===== src/rtl/dram_seq_pkg.sv =====
package dram_seq_pkg;

  typedef enum logic [2:0] {
    CMD_NOP = 3'd0,
    CMD_ACT = 3'd1,
    CMD_RD  = 3'd2,
    CMD_WR  = 3'd3,
    CMD_PRE = 3'd4
  } cmd_e;

  typedef enum logic [1:0] {
    ST_IDLE = 2'd0,
    ST_PRE  = 2'd1,
    ST_ACT  = 2'd2,
    ST_COL  = 2'd3
  } st_e;

  typedef enum logic [1:0] {
    CLS_HIT  = 2'd0,
    CLS_MISS = 2'd1,
    CLS_CONF = 2'd2
  } cls_e;

  // Access class from open-row state and row comparison
  function automatic cls_e classify(input logic open_valid, input logic row_match);
    if (!open_valid)   return CLS_MISS;
    else if (row_match) return CLS_HIT;
    else               return CLS_CONF;
  endfunction

endpackage


===== src/rtl/dram_gap_cnt.sv =====
module dram_gap_cnt #(
  parameter int W = 8
) (
  input  logic         clk,
  input  logic         rst_n,
  input  logic         load,
  input  logic [W-1:0] gap,
  output logic         expired
);

  logic [W-1:0] cnt_q;

  // Gap N means the next command may go N cycles later; 0 is read as 1
  function automatic logic [W-1:0] load_value(input logic [W-1:0] g);
    return (g == '0) ? '0 : g - 1'b1;
  endfunction

  always_ff @(posedge clk) begin
    if (!rst_n)            cnt_q <= '0;
    else if (load)         cnt_q <= load_value(gap);
    else if (cnt_q != '0)  cnt_q <= cnt_q - 1'b1;
  end

  assign expired = (cnt_q == '0);

endmodule


===== src/rtl/dram_open_row.sv =====
module dram_open_row #(
  parameter int ROW_W = 14
) (
  input  logic             clk,
  input  logic             rst_n,
  input  logic             open_set,
  input  logic             open_clr,
  input  logic [ROW_W-1:0] row_in,
  output logic             open_vld,
  output logic [ROW_W-1:0] open_row
);

  always_ff @(posedge clk) begin
    if (!rst_n) begin
      open_vld <= 1'b0;
      open_row <= '0;
    end else if (open_set) begin
      open_vld <= 1'b1;
      open_row <= row_in;
    end else if (open_clr) begin
      open_vld <= 1'b0;
    end
  end

endmodule


===== src/rtl/dram_bank_seq.sv =====
module dram_bank_seq
  import dram_seq_pkg::*;
#(
  parameter int ROW_W = 14,
  parameter int COL_W = 11,
  parameter int CNT_W = 8
) (
  input  logic             clk,
  input  logic             rst_n,
  input  logic             req_valid,
  output logic             req_ready,
  input  logic             req_write,
  input  logic [ROW_W-1:0] req_row,
  input  logic [COL_W-1:0] req_col,
  input  logic [CNT_W-1:0] cfg_act2col,
  input  logic [CNT_W-1:0] cfg_pre2act,
  input  logic [CNT_W-1:0] cfg_act2pre,
  output logic [2:0]       cmd_o,
  output logic [ROW_W-1:0] cmd_row,
  output logic [COL_W-1:0] cmd_col,
  output logic             hit_o,
  output logic             miss_o,
  output logic             conflict_o
);

  localparam int CMD_W = $bits(cmd_e);

  st_e              st_q;
  logic [ROW_W-1:0] pend_row;
  logic [COL_W-1:0] pend_col;
  logic             pend_wr;

  logic             open_vld;
  logic [ROW_W-1:0] open_row;
  logic             a2c_done, p2a_done, a2p_done;

  // Named internal events
  logic fire, issue_pre, issue_act, issue_col;
  cls_e cls;
  cmd_e cmd;

  assign req_ready = (st_q == ST_IDLE) && a2c_done && p2a_done && a2p_done;
  assign fire      = req_valid && req_ready;
  assign cls       = classify(open_vld, req_row == open_row);

  assign issue_pre = (st_q == ST_PRE) && a2p_done;
  assign issue_act = (st_q == ST_ACT) && p2a_done;
  assign issue_col = (st_q == ST_COL) && a2c_done;

  always_comb begin
    cmd = CMD_NOP;
    if (issue_pre)      cmd = CMD_PRE;
    else if (issue_act) cmd = CMD_ACT;
    else if (issue_col) cmd = pend_wr ? CMD_WR : CMD_RD;
  end

  assign cmd_o   = CMD_W'(cmd);
  assign cmd_row = issue_act ? pend_row : (issue_pre ? open_row : '0);
  assign cmd_col = issue_col ? pend_col : '0;

  assign hit_o      = fire && (cls == CLS_HIT);
  assign miss_o     = fire && (cls == CLS_MISS);
  assign conflict_o = fire && (cls == CLS_CONF);

  always_ff @(posedge clk) begin
    if (!rst_n) begin
      st_q     <= ST_IDLE;
      pend_row <= '0;
      pend_col <= '0;
      pend_wr  <= 1'b0;
    end else begin
      if (fire) begin
        pend_row <= req_row;
        pend_col <= req_col;
        pend_wr  <= req_write;
        unique case (cls)
          CLS_HIT:  st_q <= ST_COL;
          CLS_MISS: st_q <= ST_ACT;
          default:  st_q <= ST_PRE;
        endcase
      end else if (issue_pre) begin
        st_q <= ST_ACT;
      end else if (issue_act) begin
        st_q <= ST_COL;
      end else if (issue_col) begin
        st_q <= ST_IDLE;
      end
    end
  end

  dram_open_row #(.ROW_W(ROW_W)) open_row_i (
    .clk      (clk),
    .rst_n    (rst_n),
    .open_set (issue_act),
    .open_clr (issue_pre),
    .row_in   (pend_row),
    .open_vld (open_vld),
    .open_row (open_row)
  );

  dram_gap_cnt #(.W(CNT_W)) a2c_i (
    .clk(clk), .rst_n(rst_n), .load(issue_act), .gap(cfg_act2col), .expired(a2c_done)
  );
  dram_gap_cnt #(.W(CNT_W)) p2a_i (
    .clk(clk), .rst_n(rst_n), .load(issue_pre), .gap(cfg_pre2act), .expired(p2a_done)
  );
  dram_gap_cnt #(.W(CNT_W)) a2p_i (
    .clk(clk), .rst_n(rst_n), .load(issue_act), .gap(cfg_act2pre), .expired(a2p_done)
  );

endmodule


===== config.mk =====
export PLATFORM = sky130hd
export DESIGN_NAME = dram_bank_seq
export DESIGN_NICKNAME = d
export VERILOG_FILES = /design/src/rtl/dram_seq_pkg.sv /design/src/rtl/dram_gap_cnt.sv /design/src/rtl/dram_open_row.sv /design/src/rtl/dram_bank_seq.sv
export SDC_FILE = /design/constraint.sdc
export NUM_CORES = 1
export LEC_CHECK = 0
export BUFFER_PORTS_ARGS = -buffer_cell sky130_fd_sc_hd__buf_4
export CAP_MARGIN = 20
export CORE_MARGIN = 2
export CORE_UTILIZATION = 40
export DETAILED_ROUTE_END_ITERATION = 6
export SLEW_MARGIN = 5
export SYNTH_ARGS = -nofsm -noshare
export SYNTH_HDL_FRONTEND = slang
export SYNTH_SLANG_ARGS = --single-unit

===== constraint.sdc =====
create_clock -name clk -period 2.28 [get_ports clk]
set_clock_uncertainty 0.1 [all_clocks]
set_input_delay 0.114 -clock clk [delete_from_list [all_inputs] [get_ports clk]]
set_output_delay 0.114 -clock clk [all_outputs]
set_load 0.01 [all_outputs]

# Word-level counts from Yosys, hierarchy flattened
# Index checks and enable logic that the tools add are counted.
# W data, S select, Z words.
op_classes:
  n_addsub: 6
  multipliers: 0
  n_div: 0
  magnitude_cmp: 0
  n_eq_ne: 6
  n_shift: 0
  muxes: 25
  bitwise_logic: 0
  reduce_logical: 26
op_table:
  columns: ["cell", "n"]
  rows:
  - ["$mux W8", 9]
  - ["$logic_not A8 Y1", 6]
  - ["$sub A8 B1 Y8 const B", 6]
  - ["$mux W14", 2]
  - ["$reduce_bool A8 Y1", 3]
  - ["$mux W2", 8]
  - ["$eq A14 B14 Y1", 1]
  - ["$mux W11", 1]
  - ["$logic_and A1 B1 Y1", 10]
  - ["$reduce_bool A2 Y1", 4]
  - ["$eq A2 B2 Y1 const B", 3]
  - ["$eq A2 B1 Y1 const B", 2]
  - ["$logic_not A2 Y1", 2]
  - ["$pmux W2 S2", 1]
  - ["$reduce_bool A4 Y1", 1]
  - ["$mux W1", 3]
  - ["$mux W3", 1]
word_totals:
  register_bits: 67
  latch_bits: 0
  ram_bits: 0
  mem_bits_ro: 0
  input_bits: 53
  out_inout_bits: 32
  elab_cells: 72
  n_memories: 0

# Depth between registers and ports, before layout
depth:
  depth_word: 6
  ltp_mapped: 9
  mapped_depth_nobuf: 8

# Cells and area by module
# A second synthesis with hierarchy kept.
unflattened:
  cells_unflattened: 442
  hier_area_um2: 3988.8
modules_own_cells:
  columns: ["mod", "n_inst", "cells_per_inst", "area_per_inst_um2", "seq_area_each_um2"]
  rows:
  - ["dram_bank_seq", 1, 183, 1551.5, 560.5]
  - ["dram_gap_cnt (a2c_i ...)", 2, 70, 625.6, 160.2]
  - ["dram_gap_cnt (p2a_i)", 1, 71, 609.3, 160.2]
  - ["dram_open_row", 1, 48, 576.8, 300.3]

# Least setup slack after synthesis
# OpenSTA, ideal clock, no wires.
synth_timing:
  path_kind: "reg-to-reg"
  startpoint: "register a2c_i.cnt_q[2]"
  endpoint: "register st_q[1]"
  setup_time_ns: 0.125
  arrival_time_ns: 2.005
  required_time_ns: 2.055
  setup_slack_ns: 0.050
  path_stages_with_launch: 6
  path_buffers: 0
  synth_period_minus_slack_ns: 2.230
  cell_sequence: "dfxtp_1 > or4_4 > or3_4 > or4_4 > o221ai_2 > o41ai_1"
synth_via:
  elab_chain_len: 6
  word_cells_on_any_way: 8
  classes_between: "mux: 1; reduce/logical: 7"
synth_rtl:
  columns: ["element", "line", "text"]
  rows:
  - ["start, declared", "dram_gap_cnt.sv:11", "logic [W-1:0] cnt_q;"]
  - ["start signal, assigned", "dram_gap_cnt.sv:20", "else if (load) cnt_q <= load_value(gap);"]
  - ["start signal, assigned", "dram_gap_cnt.sv:21", "else if (cnt_q != '0) cnt_q <= cnt_q - 1'b1;"]
  - ["$logic_not A8 Y1 (*)", "dram_gap_cnt.sv:24", "assign expired = (cnt_q == '0);"]
  - ["$logic_and A1 B1 Y1 (3 in series)", "dram_bank_seq.sv:42", "assign req_ready = (st_q == ST_IDLE) && a2c_done && p2a_done && a2p_done;"]
  - ["$logic_and A1 B1 Y1", "dram_bank_seq.sv:43", "assign fire = req_valid && req_ready;"]
  - ["$reduce_bool A4 Y1 (no line) or $mux W2 (tied branches)", null, null]
  - ["end signal, assigned", "dram_bank_seq.sv:67", "st_q <= ST_IDLE;"]
  - ["end signal, assigned", "dram_bank_seq.sv:77", "CLS_HIT: st_q <= ST_COL;"]
  - ["end signal, assigned", "dram_bank_seq.sv:78", "CLS_MISS: st_q <= ST_ACT;"]
  - ["end, declared", "dram_bank_seq.sv:28", "st_e st_q;"]
# Mark *: on every way between the ends. The rest lies on a longest branch, timed or not.
# A chain may end at the register's enable or synchronous reset.

# Final worst setup path
layout_timing:
  startpoint: "register a2c_i.cnt_q[5]"
  endpoint: "output port hit_o"
layout_via:
  elab_chain_len: 6
layout_rtl:
  columns: ["element", "line", "text"]
  rows:
  - ["$logic_not A8 Y1", "dram_gap_cnt.sv:24", null]
  - ["$logic_and A1 B1 Y1 (3 in series)", "dram_bank_seq.sv:42", null]
  - ["$logic_and A1 B1 Y1", "dram_bank_seq.sv:43", null]
  - ["$logic_and A1 B1 Y1", "dram_bank_seq.sv:61", "assign hit_o = fire && (cls == CLS_HIT);"]
  - ["end, declared", "dram_bank_seq.sv:21", "output logic hit_o,"]
# Every way passes these cells.

==> results_dict.tcl <==
set metrics [dict create \
    status "finished, violations left" \
    violations "setup timing" \
    synth.cell_area_um2 3820 \
    worst-path-buf-inv 1 \
    syn-num-nets 555 \
    async_reset_ff_share_pct 0 \
    synth_area_leaders "dfxtp_1 (35%), nand2_1 (13%), a21boi_0 (6.5%)" \
    boundaryPins 85 \
    worstSetupPathType "flop to output pin" \
    path_clk_slew_ns 0.08 \
    firstDrtPassIters 6 \
    grt_max_degree 57 \
    numClockSinks 67 \
    crit_slowest_cell "or4_4" \
    vias 3770 \
    powerDensity_nw_per_um2 933 \
    rsz0062_at_grt "true" \
    dp_slack_ns 0.00461 \
    row_count 35 \
    dieWidth_um 102 \
    cts-root-buf "clkbuf_8" \
    ys_seq_area_share_pct 35.1 \
    hp-start "cfg_act2pre[7]" \
    grt_antenna_before_repair 0 \
    drive_gt1_share_pct 27.1 \
    clkPwrFrac_pct 21.2 \
    drv_cap 0 \
    area_growth_pct 43.9 \
    die_h_um 102 \
    path_max_fanout 4 \
    synth_ff_type "dfxtp_1" \
    crit_start "a2c_i.cnt_q[5]$_SDFFE_PN0P_" \
    nets 690 \
    worstMarginPinSlew_ns 0.576 \
    pwr-share-seq_pct 31.7 \
    synth_seq_cells 67 \
    timing.final.crit_share_pct 102 \
    min_path_type "input port to flop" \
    setup_viol 2 \
    synth_cell_types 44 \
    min_period_ns 2.32 \
    gp_congestion 0.825 \
    h-tree-depth 3 \
    worst_slack_ns -0.0384 \
    tns_ns -0.0659 \
    ir_drop_uv 528 \
    crit_family "simple AND/OR/NAND/NOR gates" \
    yosysTopAreaCell "dfxtp_1" \
    finalHoldViolCount 0 \
    remaining_drc_errors 0 \
    p_switching_w 0.00184 \
    arrival_ns 2.10 \
    r2r-start "a2c_i.cnt_q[5]$_SDFFE_PN0P_" \
    synth_top_area_share_pct 35.1 \
    routed_wl_um 10100 \
    yosysWarnings 0 \
    slew-limit-headroom_pct 61.1 \
    grt_overflow 0 \
    numPortBuffers 84 \
    synth_enable_flop_cells 0 \
    grt.total_usage_pct 19.5 \
    grt_pass1_wl_um 16100 \
    required_ns 2.07 \
    max_freq_ghz 0.431 \
    coreArea_um2 9240 \
    die_area_um2 10300 \
    syn_avg_cell_area_um2 7.78 \
    clock_path_buffers 2 \
    pwr-share-comb_pct 47.1 \
    dp_hpwl_um 6940 \
    p_int_w 0.00329 \
    antenna_cells 0 \
    cts_made_buffers 9 \
    first_global_vias 3646 \
    p_leak_nw 2.30 \
    drt-initial-drc-count 124 \
    syn_inst 491 \
    slew_violations 0 \
    ant_nets 0 \
    setup.worst_path.end_class "output pin" \
    layout_commonest_cell "nand2_1" \
    wire_per_inst_um 13.3 \
    start_kind "flop" \
    avgViaCountPerCell 4.96 \
    cts_tree "done" \
    critical_path.max_stage_delay_ns 0.57 \
    layout_common_cells "nand2_1 (128), buf_4 (112), dfxtp_1 (62)" \
    path_cells "or4_4, nor3_4, nand2_2, nor4_4, and3_4, buf_4" \
    floorplan.initialDensity_pct 41.3 \
    clock_latency_ns 0.35 \
    swShare_pct 35.8 \
]
power by group through the flow:
stage	sequential [W]	combinational, W	clock [W]
floorplan	0.00156	0.00137	0
global placement	0.00158	0.00195	0
detailed placement	0.00159	0.00196	0
CTS	0.00159	0.00215	0.00112
global route	0.00165	0.00269	0.00116
finish	0.00162	0.00241	0.00109
logic make-up (layout without fill, tap and decap cells):
| family | count (synthesis) | after routing | synth area share [%] |
|---|---|---|---|
| AO/OA/AOI/OAI | 85 | 85 | 16.3 |
| multiplexers | 3 | 3 | 0.786 |
| XOR/XNOR | 45 | 45 | 10.3 |
| flip-flops | 67 | 67 | 35.1 |
| adder cells (fa/ha/maj) | 11 | 11 | 3.60 |
| AND/OR/NAND/NOR | 240 | 240 | 29.5 |
| buffers and inverters | 40 | 180 | 4.32 |
synth_stat cells, drive strengths merged, types with 2 or more instances:
cell type	number
a21boi	42
a21oi	9
a22oi	15
a31oi	2
and2	11
and3	5
buf	6
clkbuf	15
dfxtp	67
ha	11
inv	19
mux2i	3
nand2	131
nand2b	3
nand3	6
nand4	4
nor2	32
nor2b	5
nor3	10
nor3b	3
nor4	12
nor4b	5
o211a	2
o21ai	5
o221ai	3
o41ai	2
or3	2
or4	9
xnor2	25
xor2	20
worst register-to-register path, stage by stage (launching register included):
cell and delay, ns:
dfxtp_2 0.32, or4_4 0.57, or3_4 0.39, or4_4 0.52, o221ai_2 0.14, o41ai_1 0.09
metal layers:
layer,vias up,GRT usage (%),part of all wire [%]
met5,-,0,0
met4,0,9.67,2.3
met3,18,2.62,3.2
met2,83,33.5,48
met1,1729,24.0,47
li1,1940,-,-
flip-flops by register name (all words and copies together) (netlist names):
signal,cells
pend_row,14
a2p_i.cnt_q,8
pend_wr,1
p2a_i.cnt_q,8
open_row_i.open_row,14
pend_col,11
open_row_i.open_vld,1
a2c_i.cnt_q,8
st_q,2
repair_timing:
action / in CTS / in global routing
endpoints found under the hold margin: 27 / 0
hold buffers: 27 / 0
resized for setup: 18 / 32
setup buffers: 2 / 6
pin swaps: 4 / 6
cloned: 0 / 1
endpoints found under the setup margin: 34 / 49
final cells by class:
cell class              instances  area (µm²)
fillers                       809        3740
multi-input cells             384        2510
flip-flops and latches         67        1350
repair buffers                145        1190
well taps                     129         161
clock buffers                  10         128
clock inverters                 6        90.1
inverters                      19        71.3
worst paths after layout:
kind	endpoint	slack, ns	cells past startpoint
worst max-delay path	hit_o	-0.04	6
worst min-delay path	a2p_i.cnt_q[7]$_SDFFE_PN0P_	0.03	4
worst max register to register	st_q[1]$_SDFFE_PN0P_	0.03	5
worst min register to register	pend_col[10]$_SDFFE_PN0P_	0.35	2
stage by stage:
step / utilization, % / total power [W] / hold WS [ns] / area, µm² / cells
2_1_floorplan: - / 0.00293 / 0.153 / 3820 / 491
3_3_place_gp: 51.3 / 0.00353 / 0.277 / 4740 / 709
3_5_place_dp: 51.3 / 0.00354 / 0.286 / 4740 / 709
4_1_cts: 57.7 / 0.00486 / 0.0188 / 5330 / 754
5_1_grt: 59.5 / 0.00550 / 0.0517 / 5500 / 760
6_report: 59.5 / 0.00513 / 0.0312 / 5500 / 760
(Power assumes the default switching activity.)
